<file path="src/rtl/bstk_pkg.sv">
package bstk_pkg;
  typedef enum logic [3:0] {
    OP_NOP  = 4'd0,
    OP_PUSH = 4'd1,
    OP_POP  = 4'd2,
    OP_CALL = 4'd3,
    OP_RET  = 4'd4,
    OP_INT  = 4'd5,
    OP_IRET = 4'd6,
    OP_RSP  = 4'd7,
    OP_LDSP = 4'd8
  } op_e;

  localparam int unsigned MAX_BEATS = 5;
  localparam int unsigned IDX_W     = $clog2(MAX_BEATS + 1);

  function automatic logic is_save(op_e op);
    return (op == OP_PUSH) || (op == OP_CALL) || (op == OP_INT);
  endfunction

  function automatic logic is_restore(op_e op);
    return (op == OP_POP) || (op == OP_RET) || (op == OP_IRET);
  endfunction

  function automatic logic is_single(op_e op);
    return (op == OP_RSP) || (op == OP_LDSP);
  endfunction

  function automatic logic [IDX_W-1:0] beat_count(op_e op);
    case (op)
      OP_PUSH, OP_POP: return IDX_W'(1);
      OP_CALL, OP_RET: return IDX_W'(2);
      OP_INT, OP_IRET: return IDX_W'(5);
      default:         return '0;
    endcase
  endfunction
endpackage

</file>
<file path="src/rtl/bstk_ptr.sv">
module bstk_ptr #(
  parameter int unsigned W = 8
) (
  input  logic         clk,
  input  logic         rst_n,
  input  logic         set_top,
  input  logic         load,
  input  logic [W-1:0] load_val,
  input  logic         dec,
  input  logic         inc,
  output logic [W-1:0] sp_lo
);
  localparam logic [W-1:0] ONE = W'(1);

  logic [W-1:0] sp_q, sp_d;
  logic         sp_en;

  always_comb begin
    sp_en = set_top | load | dec | inc;
    sp_d  = sp_q;
    if (set_top)   sp_d = '1;
    else if (load) sp_d = load_val;
    else if (dec)  sp_d = sp_q - ONE;
    else if (inc)  sp_d = sp_q + ONE;
  end

  always_ff @(posedge clk or negedge rst_n) begin
    if (!rst_n)     sp_q <= '1;
    else if (sp_en) sp_q <= sp_d;
  end

  assign sp_lo = sp_q;
endmodule

</file>
<file path="src/rtl/bstk_seq.sv">
module bstk_seq
  import bstk_pkg::*;
(
  input  logic             clk,
  input  logic             rst_n,
  input  logic             cmd_valid,
  input  logic [3:0]       cmd_op,
  output logic             accept,
  output op_e              op_q,
  output logic             save_beat,
  output logic             rest_beat,
  output logic [IDX_W-1:0] beat_idx,
  output logic             cap_v,
  output logic [IDX_W-1:0] cap_idx,
  output logic             set_top,
  output logic             load_lo,
  output logic             busy,
  output logic             done
);
  op_e              cmd_e, op_d;
  logic             act_q, act_d;
  logic [IDX_W-1:0] idx_q, idx_d, cnt_q, cnt_d;
  logic             capv_q, capv_d, caplast_q, caplast_d;
  logic [IDX_W-1:0] capidx_q, capidx_d;
  logic             done_q, done_d;
  logic             last_beat, cmd_known, seq_en;

  always_comb begin
    cmd_e     = op_e'(cmd_op);
    cmd_known = is_save(cmd_e) || is_restore(cmd_e) || is_single(cmd_e);
    busy      = act_q | capv_q;
    accept    = cmd_valid & ~busy & cmd_known;
    set_top   = accept & (cmd_e == OP_RSP);
    load_lo   = accept & (cmd_e == OP_LDSP);
    last_beat = act_q & (idx_q == IDX_W'(cnt_q - IDX_W'(1)));
    save_beat = act_q & is_save(op_q);
    rest_beat = act_q & is_restore(op_q);

    act_d = act_q;
    op_d  = op_q;
    idx_d = idx_q;
    cnt_d = cnt_q;
    if (accept && !is_single(cmd_e)) begin
      act_d = 1'b1;
      op_d  = cmd_e;
      idx_d = '0;
      cnt_d = beat_count(cmd_e);
    end else if (act_q) begin
      idx_d = idx_q + IDX_W'(1);
      if (last_beat) act_d = 1'b0;
    end
    seq_en = accept | act_q;

    capv_d    = rest_beat;
    capidx_d  = idx_q;
    caplast_d = rest_beat & last_beat;
    done_d    = (accept & is_single(cmd_e))
              | (save_beat & last_beat)
              | (capv_q & caplast_q);
  end

  always_ff @(posedge clk or negedge rst_n) begin
    if (!rst_n) begin
      act_q <= 1'b0;
      op_q  <= OP_NOP;
      idx_q <= '0;
      cnt_q <= '0;
    end else if (seq_en) begin
      act_q <= act_d;
      op_q  <= op_d;
      idx_q <= idx_d;
      cnt_q <= cnt_d;
    end
  end

  always_ff @(posedge clk or negedge rst_n) begin
    if (!rst_n) begin
      capv_q    <= 1'b0;
      capidx_q  <= '0;
      caplast_q <= 1'b0;
      done_q    <= 1'b0;
    end else begin
      capv_q    <= capv_d;
      capidx_q  <= capidx_d;
      caplast_q <= caplast_d;
      done_q    <= done_d;
    end
  end

  assign beat_idx = idx_q;
  assign cap_v    = capv_q;
  assign cap_idx  = capidx_q;
  assign done     = done_q;
endmodule

</file>
<file path="src/rtl/bstk_ctx.sv">
module bstk_ctx
  import bstk_pkg::*;
#(
  parameter int unsigned W = 8
) (
  input  logic             clk,
  input  logic             rst_n,
  input  logic             accept,
  input  logic [3:0]       cmd_op,
  input  logic [W-1:0]     cmd_byte,
  input  logic [2*W-1:0]   pc_in,
  input  logic [W-1:0]     cc_in,
  input  logic [W-1:0]     a_in,
  input  logic [W-1:0]     x_in,
  input  op_e              op_q,
  input  logic [IDX_W-1:0] beat_idx,
  input  logic             cap_v,
  input  logic [IDX_W-1:0] cap_idx,
  input  logic [W-1:0]     mem_rdata,
  output logic [W-1:0]     wdata,
  output logic [2*W-1:0]   ret_pc,
  output logic [W-1:0]     cc_out,
  output logic [W-1:0]     a_out,
  output logic [W-1:0]     x_out,
  output logic [W-1:0]     pop_byte
);
  // slot map: 0 PC low, 1 PC high, 2 X, 3 A, 4 CC
  logic [W-1:0]     snap_in [MAX_BEATS];
  logic [W-1:0]     snap_q  [MAX_BEATS];
  logic [W-1:0]     res_q   [MAX_BEATS];
  logic             snap_en;
  logic [IDX_W-1:0] cap_slot;
  logic             pop_en;
  logic [W-1:0]     pop_q;

  always_comb begin
    snap_en    = accept & is_save(op_e'(cmd_op));
    snap_in[0] = (op_e'(cmd_op) == OP_PUSH) ? cmd_byte : pc_in[W-1:0];
    snap_in[1] = pc_in[2*W-1:W];
    snap_in[2] = x_in;
    snap_in[3] = a_in;
    snap_in[4] = cc_in;
    if (op_q == OP_IRET) cap_slot = IDX_W'(4) - cap_idx;
    else                 cap_slot = IDX_W'(1) - cap_idx;
    pop_en = cap_v & (op_q == OP_POP);
  end

  always_comb begin
    wdata = '0;
    for (int i = 0; i < MAX_BEATS; i++)
      if (beat_idx == IDX_W'(i)) wdata = snap_q[i];
  end

  for (genvar g = 0; g < MAX_BEATS; g++) begin : g_slot
    logic res_en;
    assign res_en = cap_v & ((op_q == OP_RET) | (op_q == OP_IRET))
                  & (cap_slot == IDX_W'(g));

    always_ff @(posedge clk or negedge rst_n) begin
      if (!rst_n)       snap_q[g] <= '0;
      else if (snap_en) snap_q[g] <= snap_in[g];
    end

    always_ff @(posedge clk or negedge rst_n) begin
      if (!rst_n)      res_q[g] <= '0;
      else if (res_en) res_q[g] <= mem_rdata;
    end
  end

  always_ff @(posedge clk or negedge rst_n) begin
    if (!rst_n)      pop_q <= '0;
    else if (pop_en) pop_q <= mem_rdata;
  end

  assign ret_pc   = {res_q[1], res_q[0]};
  assign x_out    = res_q[2];
  assign a_out    = res_q[3];
  assign cc_out   = res_q[4];
  assign pop_byte = pop_q;
endmodule

</file>
<file path="src/rtl/bstk_engine.sv">
module bstk_engine
  import bstk_pkg::*;
#(
  parameter int unsigned     DATA_W = 8,
  parameter logic [DATA_W-1:0] PAGE = 8'h01
) (
  input  logic                clk,
  input  logic                rst_n,
  input  logic                cmd_valid,
  input  logic [3:0]          cmd_op,
  input  logic [DATA_W-1:0]   cmd_byte,
  input  logic [2*DATA_W-1:0] pc_in,
  input  logic [DATA_W-1:0]   cc_in,
  input  logic [DATA_W-1:0]   a_in,
  input  logic [DATA_W-1:0]   x_in,
  output logic                busy,
  output logic                done,
  output logic [2*DATA_W-1:0] mem_addr,
  output logic [DATA_W-1:0]   mem_wdata,
  output logic                mem_we,
  output logic                mem_re,
  input  logic [DATA_W-1:0]   mem_rdata,
  output logic [DATA_W-1:0]   sp_low,
  output logic [2*DATA_W-1:0] ret_pc,
  output logic [DATA_W-1:0]   cc_out,
  output logic [DATA_W-1:0]   a_out,
  output logic [DATA_W-1:0]   x_out,
  output logic [DATA_W-1:0]   pop_byte
);
  logic [1:0]       rst_sync_q;
  logic             rst_sync_n;
  logic             accept, save_beat, rest_beat, cap_v, set_top, load_lo;
  op_e              op_q;
  logic [IDX_W-1:0] beat_idx, cap_idx;

  always_ff @(posedge clk or negedge rst_n) begin
    if (!rst_n) rst_sync_q <= 2'b00;
    else        rst_sync_q <= {rst_sync_q[0], 1'b1};
  end
  assign rst_sync_n = rst_sync_q[1];

  bstk_seq u_seq (
    .clk(clk), .rst_n(rst_sync_n), .cmd_valid(cmd_valid), .cmd_op(cmd_op),
    .accept(accept), .op_q(op_q), .save_beat(save_beat), .rest_beat(rest_beat),
    .beat_idx(beat_idx), .cap_v(cap_v), .cap_idx(cap_idx),
    .set_top(set_top), .load_lo(load_lo), .busy(busy), .done(done)
  );

  bstk_ptr #(.W(DATA_W)) u_ptr (
    .clk(clk), .rst_n(rst_sync_n), .set_top(set_top), .load(load_lo),
    .load_val(cmd_byte), .dec(save_beat), .inc(rest_beat), .sp_lo(sp_low)
  );

  bstk_ctx #(.W(DATA_W)) u_ctx (
    .clk(clk), .rst_n(rst_sync_n), .accept(accept), .cmd_op(cmd_op),
    .cmd_byte(cmd_byte), .pc_in(pc_in), .cc_in(cc_in), .a_in(a_in), .x_in(x_in),
    .op_q(op_q), .beat_idx(beat_idx), .cap_v(cap_v), .cap_idx(cap_idx),
    .mem_rdata(mem_rdata), .wdata(mem_wdata), .ret_pc(ret_pc), .cc_out(cc_out),
    .a_out(a_out), .x_out(x_out), .pop_byte(pop_byte)
  );

  always_comb begin
    mem_we   = save_beat;
    mem_re   = rest_beat;
    mem_addr = rest_beat ? {PAGE, DATA_W'(sp_low + DATA_W'(1))} : {PAGE, sp_low};
  end
endmodule

</file>
<file path="config.mk">
export PLATFORM = sky130hd
export DESIGN_NAME = bstk_engine
export DESIGN_NICKNAME = d
export VERILOG_FILES = /design/src/rtl/bstk_pkg.sv /design/src/rtl/bstk_ptr.sv /design/src/rtl/bstk_seq.sv /design/src/rtl/bstk_ctx.sv /design/src/rtl/bstk_engine.sv
export SDC_FILE = /design/constraint.sdc
export NUM_CORES = 1
export LEC_CHECK = 0
export BUFFER_PORTS_ARGS = -buffer_cell sky130_fd_sc_hd__buf_2
export CORE_UTILIZATION = 37
export CTS_BUF_LIST = sky130_fd_sc_hd__clkbuf_4 sky130_fd_sc_hd__clkbuf_8
export DETAILED_ROUTE_END_ITERATION = 8
export GPL_TIMING_DRIVEN = 0
export SETUP_SLACK_MARGIN = 0.15
export SYNTH_ARGS = -nofsm -noshare
export SYNTH_HDL_FRONTEND = slang
export SYNTH_SLANG_ARGS = --single-unit
</file>
<file path="constraint.sdc">
create_clock -name clk -period 7.01 [get_ports clk]
set_input_delay 0.3505 -clock clk [delete_from_list [all_inputs] [get_ports clk]]
set_output_delay 0.3505 -clock clk [all_outputs]
set_load 0.01 [all_outputs]
</file>
# Word-level counts from Yosys, hierarchy flattened
# Index checks and enable logic that the tools add are counted.
[classes]
bitwise = 28
mux = 18
n_addsub = 6
n_eq_ne = 23
reduce_logical = 23
[op_table]
columns = ["op", "count"]
rows = [
  ["$mux 8", 11],
  ["$eq 4x3->1 const B", 7],
  ["$and 1x1->1", 19],
  ["$eq 4x2->1 const B", 4],
  ["$eq 3x2->1 const B", 4],
  ["$logic_or 1x1->1", 11],
  ["$mux 3", 3],
  ["$pmux 3 s3", 1],
  ["$add 8x1->8 const B", 1],
  ["$eq 4x1->1 const B", 2],
  ["$or 1x1->1", 8],
  ["$sub 8x1->8 const B", 1],
  ["$eq 3x1->1 const B", 2],
  ["$eq 3x3->1 const B", 2],
  ["$logic_not 3->1", 2],
  ["$reduce_and 2->1", 3],
  ["$reduce_or 2->1", 3],
  ["$eq 4x4->1 const B", 1],
  ["$reduce_bool 4->1", 1],
  ["$add 3x1->3 const B", 1],
  ["$eq 3x3->1", 1],
  ["$mux 1", 3],
  ["$sub 1x3->3 const A", 1],
  ["$sub 3x1->3 const B", 1],
  ["other kinds (5)", 5],
]
[totals]
output_inout_bits = 84
regBits = 115

# Depth between registers and ports, before layout
# Gate-level depths: netlist of the first run.
[logic_depth]
depth_word = 11
ltp_mapped = 9
mapped_depth_nobuf = 7

# By module
# Synthesis of the first run repeated with hierarchy kept, for this count alone.
[unflattened]
cells_unflattened = 500
hier_area_um2 = 5909.4
[modules_own_cells]
columns = ["mod", "seq_area_each_um2", "area_per_inst_um2", "cells_per_inst", "n_inst"]
rows = [
  ["bstk_ctx", 2202.1, 3943.8, 291, 1],
  ["bstk_seq", 425.4, 943.4, 91, 1],
  ["bstk_ptr", 210.2, 763.2, 88, 1],
  ["bstk_engine", 50.0, 259.0, 30, 1],
]

# Worst setup path before layout of the first run
# OpenSTA, ideal clock, no wires.
[synth_timing]
path_kind = "flip-flop to output port"
start = "register u_seq.idx_q[0] (netlist: u_seq.beat_idx[0])"
end = "output mem_wdata[0]"
setup_slack_ns = 4.731
required_ns = 6.659
arrival_time_ns = 1.928
path_buffers = 0
stages_incl_launch_ff = 8
cell_sequence = "dfrtp_1 inv_1 ha_1 nor3b_1 a22oi_1 a211oi_1 a21oi_1 a21oi_1"
[synth_between]
elab_chain_len = 6
word_cells_on_any_way = 10
cone_classes = "eq/ne (4); mux (5); reduce/logical (1)"
[synth_lines]
columns = ["element", "line_no", "source"]
rows = [
  ["from (decl)", "bstk_seq.sv:22", "logic [IDX_W-1:0] idx_q, idx_d, cnt_q, cnt_d;"],
  ["from (signal assigned)", "bstk_seq.sv:71", "idx_q <= idx_d;"],
  ["$logic_not 3->1", "bstk_ctx.sv:51", "if (beat_idx == IDX_W'(i)) wdata = snap_q[i];"],
  ["$mux 8 (4 in a row)", "bstk_ctx.sv:51", ""],
  ["$mux 8 (*)", "bstk_ctx.sv:51", ""],
  ["to (decl)", "bstk_engine.sv:19", "output logic [DATA_W-1:0] mem_wdata,"],
]
# Mark *: on every way between the ends. The rest lies on a longest branch, timed or not.

# Worst setup path after layout of the first run
[layout_timing]
start = "register u_seq.idx_q[1] (netlist: u_seq.beat_idx[1])"
end = "output mem_wdata[1]"
# The elaborated chain is that of the path after synthesis.

==> results of run 1 <==
[cell type report]
cell class	instances	area share
flip-flops and latches	115	0.4184
clock buffers	20	0.03983
clock inverters	12	0.02082
plain buffers	32	0.02426
well taps	184	0.03332
multi-input cells	310	0.3496
inverters	14	0.007605
repair buffers	141	0.1061
[routing by layer]
layer | vias to the layer above | part of all wire
li1 | 1980 | -
met2 | 140 | 0.48
met1 | 1994 | 0.45
met4 | 0 | 0.010
met5 | - | 0
met3 | 10 | 0.061
[how the worst min path moves through the flow]
| stage | slack [ns] | end | from | cells after the start |
|---|---|---|---|---|
| after floorplan | 0.05 | rst_sync_q[0] | rst_n | 0 |
| after global placement | 0.14 | rst_sync_q[0] | rst_n | 1 |
| after detailed placement | 0.14 | rst_sync_q[0] | rst_n | 1 |
| after CTS | 0.11 | u_ctx.snap_q[14] | a_in[6] | 2 |
| after global routing | 0.11 | u_ctx.snap_q[1] | cc_in[1] | 2 |
| final | 0.14 | u_ctx.snap_q[14] | a_in[6] | 2 |
[registers in the layout (all words and copies together), names as in the netlist]
signal and cells:
u_ctx.snap_q 40, u_ctx.ret_pc 16, u_ctx.a_out 8, u_ctx.cc_out 8
u_ctx.pop_byte 8, u_ctx.x_out 8, u_ptr.sp_lo 8, u_seq.op_q 4
u_seq.beat_idx 3, u_seq.cap_idx 3, u_seq.cnt_q 3, rst_sync_q 2
u_seq.act_q 1, u_seq.cap_v 1, u_seq.caplast_q 1, u_seq.done 1
[critical path: stages, from the launching register on]
cell      delay, ns
dfrtp_1        0.46
inv_1          0.09
ha_1           0.20
nor3b_1        0.74
a22oi_1        0.22
a211oi_1       0.37
a21oi_1        0.07
a21oi_1        0.17
buf_2          0.16
[power by group through the flow]
| stage | clock, W | combinational [W] | sequential, W |
|---|---|---|---|
| 2_1_floorplan | 0 | 0.000797 | 0.00123 |
| 6_report | 0.000648 | 0.00129 | 0.00119 |
| 4_1_cts | 0.000670 | 0.00131 | 0.00119 |
| 3_5_place_dp | 0 | 0.00130 | 0.00120 |
| 5_1_grt | 0.000700 | 0.00144 | 0.00124 |
| 3_3_place_gp | 0 | 0.00126 | 0.00119 |
[synth_stat cells, drive strengths merged (2+ instances only)]
cell,instances
a211oi,10
a21o,2
a21oi,22
a22oi,8
a311oi,2
and3,4
buf,16
clkbuf,16
conb,2
dfrtp,107
dfstp,8
ha,9
inv,14
mux2,83
mux2i,15
nand2,24
nand2b,5
nand3,3
nand4,3
nand4b,2
nor2,34
nor2b,3
nor3,6
nor3b,3
nor4,2
nor4b,2
o211ai,4
o21ai,15
o221a,3
o22ai,4
o32ai,2
or2,2
xnor2,9
xor2,7
[per-stage QoR]
step	util	setup slack [ns]	instance area [µm²]	hold WS (ns)	total power [W]
after floorplan	-	3.583	5524	0.05491	0.002030
after global placement	0.4434	2.281	6445	0.1359	0.002452
after CTS	0.4755	3.710	6910	0.1102	0.003167
after detailed placement	0.4459	4.212	6481	0.1393	0.002503
final	0.4755	3.753	6910	0.1416	0.003122
after global routing	0.4755	3.473	6910	0.1113	0.003378
[kinds of logic after synthesis]
group	synth area share
flip-flops	0.5253
AND/OR/NAND/NOR	0.09467
multiplexers	0.1996
AO/OA/AOI/OAI	0.09308
buffers and inverters	0.04006
XOR/XNOR	0.02549
adder cells (fa/ha/maj)	0.02048
other	0.001366
[what timing repair did]
| action | in CTS | in global routing |
|---|---|---|
| hold buffers | 1 | 0 |
| buffers inserted | 0 | 0 |
| endpoints found under the hold margin | 2 | 0 |
==> results.py, run 1 <==
metrics = {
    "setup_path": {
        "crit_path_end": "mem_wdata[1]",
        "cp.required_ns": 6.66,
        "reg2reg_from": "u_seq.op_q[2]",
        "r2r_end": "u_ctx.a_out[4]",
        "ff2ff_path_depth": 5,
        "end_kind": "output port",
        "r2r_slack_ns": 4.64,
        "cp-startpoint": "u_seq.beat_idx[1]",
        "crit_path_max_fanout": 8,
        "startpoint_type": "flip-flop",
        "arrival_ns": 2.91,
        "crit_type": "flip-flop to output port",
    },
    "routing": {
        "wirelength_um": 12860,
        "final_antenna_net_count": 0,
        "drtIter0Drc": 180,
        "vias": 4124,
        "dr.pass1.iters": 4,
        "drc_errors": 0,
        "via_per_inst": 4.981,
        "wl_per_cell_um": 15.53,
    },
    "global_route": {
        "grt-ovfl-total": 0,
        "antenna_found_initial": 0,
        "met1_usage": 0.2354,
        "grt_pass1_vias": 4072,
        "grtUsageMet3": 0.04533,
        "grt_max_degree": 61,
        "grt_pass1_wl_um": 20650,
        "met2_usage": 0.2823,
        "grt_usage": 0.1775,
        "busiest_layer": "met2",
    },
    "cells_and_area": {
        "fin_cells": 828,
        "fillers": 1397,
        "seq_area_um2": 2892,
        "final_cell_mix": "buf_2 (141), dfrtp_1 (106), mux2_2 (78), nor2_1 (34), nand2_1 (24)",
        "drive_gt1_frac": 0.4394,
        "layout_commonest_cell": "buf_2",
        "diodes": 0,
        "multiInputGateArea_um2": 2416,
        "nets": 703,
        "area_growth_syn_to_layout_pct": 25.69,
    },
    "logic_synthesis": {
        "synthDistinctLibCells": 54,
        "synth_area_um2": 5498,
        "synth_enable_flop_cells": 0,
        "synth_seq_area_share": 0.5253,
        "yosys-top-cells-area": "dfrtp_1 (49%), mux2_2 (16%), dfstp_2 (3.8%)",
        "synth-seq-cells": 115,
        "synth_flop_cell": "dfrtp_1",
        "syn_inst": 464,
        "synth_top_area_share": 0.4870,
        "syn_area_per_cell_um2": 11.85,
        "yosysWarnings": 0,
        "synthArstFlopShare": 1.000,
        "yosysTopAreaCell": "dfrtp_1",
    },
    "timing": {
        "clock_skew_ns": 0.01193,
        "post-route-period-util": 0.4647,
        "rsz0062_at_grt": "false",
        "setup_violations": 0,
        "hold_viol": 0,
        "fmax_mhz": 307.0,
        "finalCriticalPeriod_ns": 3.257,
        "max_slew_margin": 0.3274,
        "finalSetupTns_ns": 0,
        "slew_violations": 0,
        "tightest_slew_ns": 0.9959,
    },
    "floorplan": {
        "die_y_um": 123.9,
        "rows": 44,
        "core_um2": 14530,
        "ioPinCount": 147,
        "start_util": 0.3783,
        "die-area_um2": 15350,
        "die_w_um": 123.9,
    },
    "power": {
        "power.share.clock": 0.208,
        "internal_power_w": 0.001965,
        "switchingPower_w": 0.001158,
        "leakage_nw": 3.253,
        "p_seq_frac": 0.381,
        "swShare": 0.3708,
        "ir_drop_uv": 195.7,
        "power_frac_comb": 0.412,
        "power_density_nw_per_um2": 451.8,
    },
    "run": {
        "max_cap_violations": 0,
    },
    "cts": {
        "insertion_delay_ns": 0.43,
        "clk_pin_slew_ns": 0.08,
        "cts.sinks": 115,
        "cts_root_buffer": "clkbuf_8",
        "cts_tree": "built",
        "numCtsBuffers": 17,
        "postCtsResizedCells": 0,
        "cts-htree-levels": 4,
        "ctsLongestPathBuffers": 2,
    },
    "run_status": {
        "status": "finished, final reports clean",
    },
    "placed_design": {
        "port_buffers": 138,
        "dp.cells": 795,
        "routabilityCongestion": 0.8363,
        "dp_hpwl_um": 9372,
    },
    "min_path": {
        "hold_class": "input port to flip-flop",
    },
}
Note: power is estimated with default switching activity, not from simulation.
==> inputs of run 2 (changes only) <==
==> constraint.sdc (replaced) <==
create_clock -name clk -period 3 [get_ports clk]
set_input_delay 0.15 -clock clk [delete_from_list [all_inputs] [get_ports clk]]
set_output_delay 0.15 -clock clk [all_outputs]
set_load 0.01 [all_outputs]
==> run 2 against run 1 <==
Against the previous run: total power up 140%; setup slack worse by 3.3 ns; critical path type unchanged; global-route usage increased by 0.44 points; register-to-register slack lost 4.0 ns.
==> results.py, run 2 (same netlist as run 1, synthesis figures left out) <==
metrics = {
    "run_status": {
        "status": "finished, final reports clean",
    },
    "placed_design": {
        "dp_hpwl_um": 9245,
        "routabilityCongestion": 0.8407,
        "dp.cells": 794,
        "port_buffers": 138,
    },
    "global_route": {
        "grt_pass1_wl_um": 21250,
        "grt_usage": 0.1819,
        "antenna_found_initial": 0,
        "grt-ovfl-total": 0,
        "grt_pass1_vias": 4310,
        "grt_max_degree": 72,
    },
    "cts": {
        "cts.sinks": 115,
        "cts_root_buffer": "clkbuf_8",
        "cts-htree-levels": 4,
        "insertion_delay_ns": 0.43,
        "clk_pin_slew_ns": 0.07,
        "ctsLongestPathBuffers": 2,
        "cts_setup_buffers": 0,
        "numCtsBuffers": 17,
        "cts_tree": "built",
    },
    "routing": {
        "wl_met3_um": 749,
        "dr.pass1.iters": 5,
        "wl_per_cell_um": 15.16,
        "via_per_inst": 5.044,
        "wl_met2_um": 6350,
        "m1WireLength_um": 5912,
        "drtIter0Drc": 158,
        "drc_errors": 0,
        "wirelength_um": 13210,
        "vias": 4393,
        "final_antenna_net_count": 0,
        "top_layer": "met4",
    },
    "setup_path": {
        "crit_path_max_fanout": 8,
        "arrival_ns": 2.41,
        "crit_type": "flip-flop to output port",
        "cp.required_ns": 2.85,
        "end_kind": "output port",
        "ff2ff_path_depth": 6,
        "startpoint_type": "flip-flop",
    },
    "cells_and_area": {
        "largest_register": "u_ctx.snap_q",
        "nets": 748,
        "final_cell_mix": "buf_2 (140), dfrtp_1 (106), mux2_2 (78), dlygate4sd3_1 (47), nor2_1 (34)",
        "fin_cells": 871,
        "drive_gt1_frac": 0.4148,
        "layout_commonest_cell": "buf_2",
        "largest_reg_flops": 40,
        "area_growth_syn_to_layout_pct": 34.46,
        "diodes": 0,
    },
    "timing": {
        "clock_skew_ns": 0.01011,
        "max_slew_margin": 0.4133,
        "finalSetupTns_ns": 0,
        "slew_violations": 0,
        "finalCriticalPeriod_ns": 2.561,
        "post-route-period-util": 0.8537,
        "fmax_mhz": 390.4,
        "hold_viol": 0,
        "tightest_slew_ns": 0.8705,
        "setup_violations": 0,
        "rsz0062_at_grt": "false",
    },
    "power": {
        "power_density_nw_per_um2": 1001,
        "total_power_w": 0.007400,
        "leakage_nw": 3.461,
        "ir_drop_uv": 458.6,
    },
    "floorplan": {
        "die-area_um2": 15350,
        "core_um2": 14530,
        "rows": 44,
        "start_util": 0.3783,
        "ioPinCount": 147,
        "die_y_um": 123.9,
        "die_w_um": 123.9,
    },
    "run": {
        "max_cap_violations": 0,
    },
    "min_path": {
        "hold_class": "input port to flip-flop",
        "hold_depth": 3,
    },
}
==> run 2: worst paths after layout <==
| path | startpoint | end | slack (ns) |
|---|---|---|---|
| worst min register to register | rst_sync_q[1] | u_ctx.snap_q[4] | 0.34 |
| worst max register to register | u_seq.op_q[2] | u_ctx.ret_pc[7] | 0.60 |
| max in group asynchronous | rst_n | rst_sync_q[1] | 1.79 |
| worst max-delay path | u_seq.beat_idx[1] | mem_wdata[7] | 0.44 |
| min in group asynchronous | rst_sync_q[1] | u_ctx.snap_q[4] | 0.34 |
| worst min-delay path | pc_in[6] | u_ctx.snap_q[38] | 0.03 |
==> run 2: worst max-delay path: stages (launching register included) <==
cell and delay (ns):
dfrtp_1 0.46, inv_1 0.09, ha_1 0.22, nor3b_4 0.35, a22oi_1 0.16, a211oi_1 0.30, a21oi_1 0.07, a21oi_1 0.18
buf_2 0.15
==> run 2: routing by layer <==
| metal | up-vias | GRT usage |
|---|---|---|
| met4 | 0 | 0.07068 |
| met2 | 157 | 0.2899 |
| met1 | 2150 | 0.2356 |
| met5 | - | 0 |
| met3 | 19 | 0.04808 |
| li1 | 2067 | - |
==> run 2: final cells by class <==
| type | instances | area [µm²] |
|---|---|---|
| Clock inverter | 8 | 126.4 |
| Multi-Input combinational cell | 310 | 2435 |
| Timing Repair Buffer | 186 | 1189 |
| Sequential cell | 115 | 2892 |
| Buffer | 32 | 171.4 |
| Clock buffer | 22 | 296.5 |
| Fill cell | 1325 | 7142 |
| Tap cell | 184 | 230.2 |
| Inverter | 14 | 52.55 |
==> run 2: what timing repair did <==
item                                    in CTS  in global routing
pin swaps                                    0                  1
endpoints found under the hold margin       53                  0
gates resized for setup                      1                  6
endpoints found under the setup margin       8                  8
hold buffers                                47                  0
==> run 2: report_power, final <==
part	leakage, nW	internal (W)	switching (W)
Clock	0.206	0.000911	0.000635
Sequential	1.39	0.00231	0.000471
Combinational	1.86	0.00152	0.00156
==> run 2: metrics by stage <==
stage	area (µm²)	utilization	setup slack, ns	hold slack, ns
after floorplan	5525	-	0.9100	-0.1456
after global placement	6446	0.4435	0.4007	-0.06422
after detailed placement	6484	0.4461	0.4430	-0.06169
after CTS	7382	0.5079	0.1815	0.002598
after global routing	7392	0.5086	0.1657	0.01030
final	7392	0.5086	0.4388	0.02811
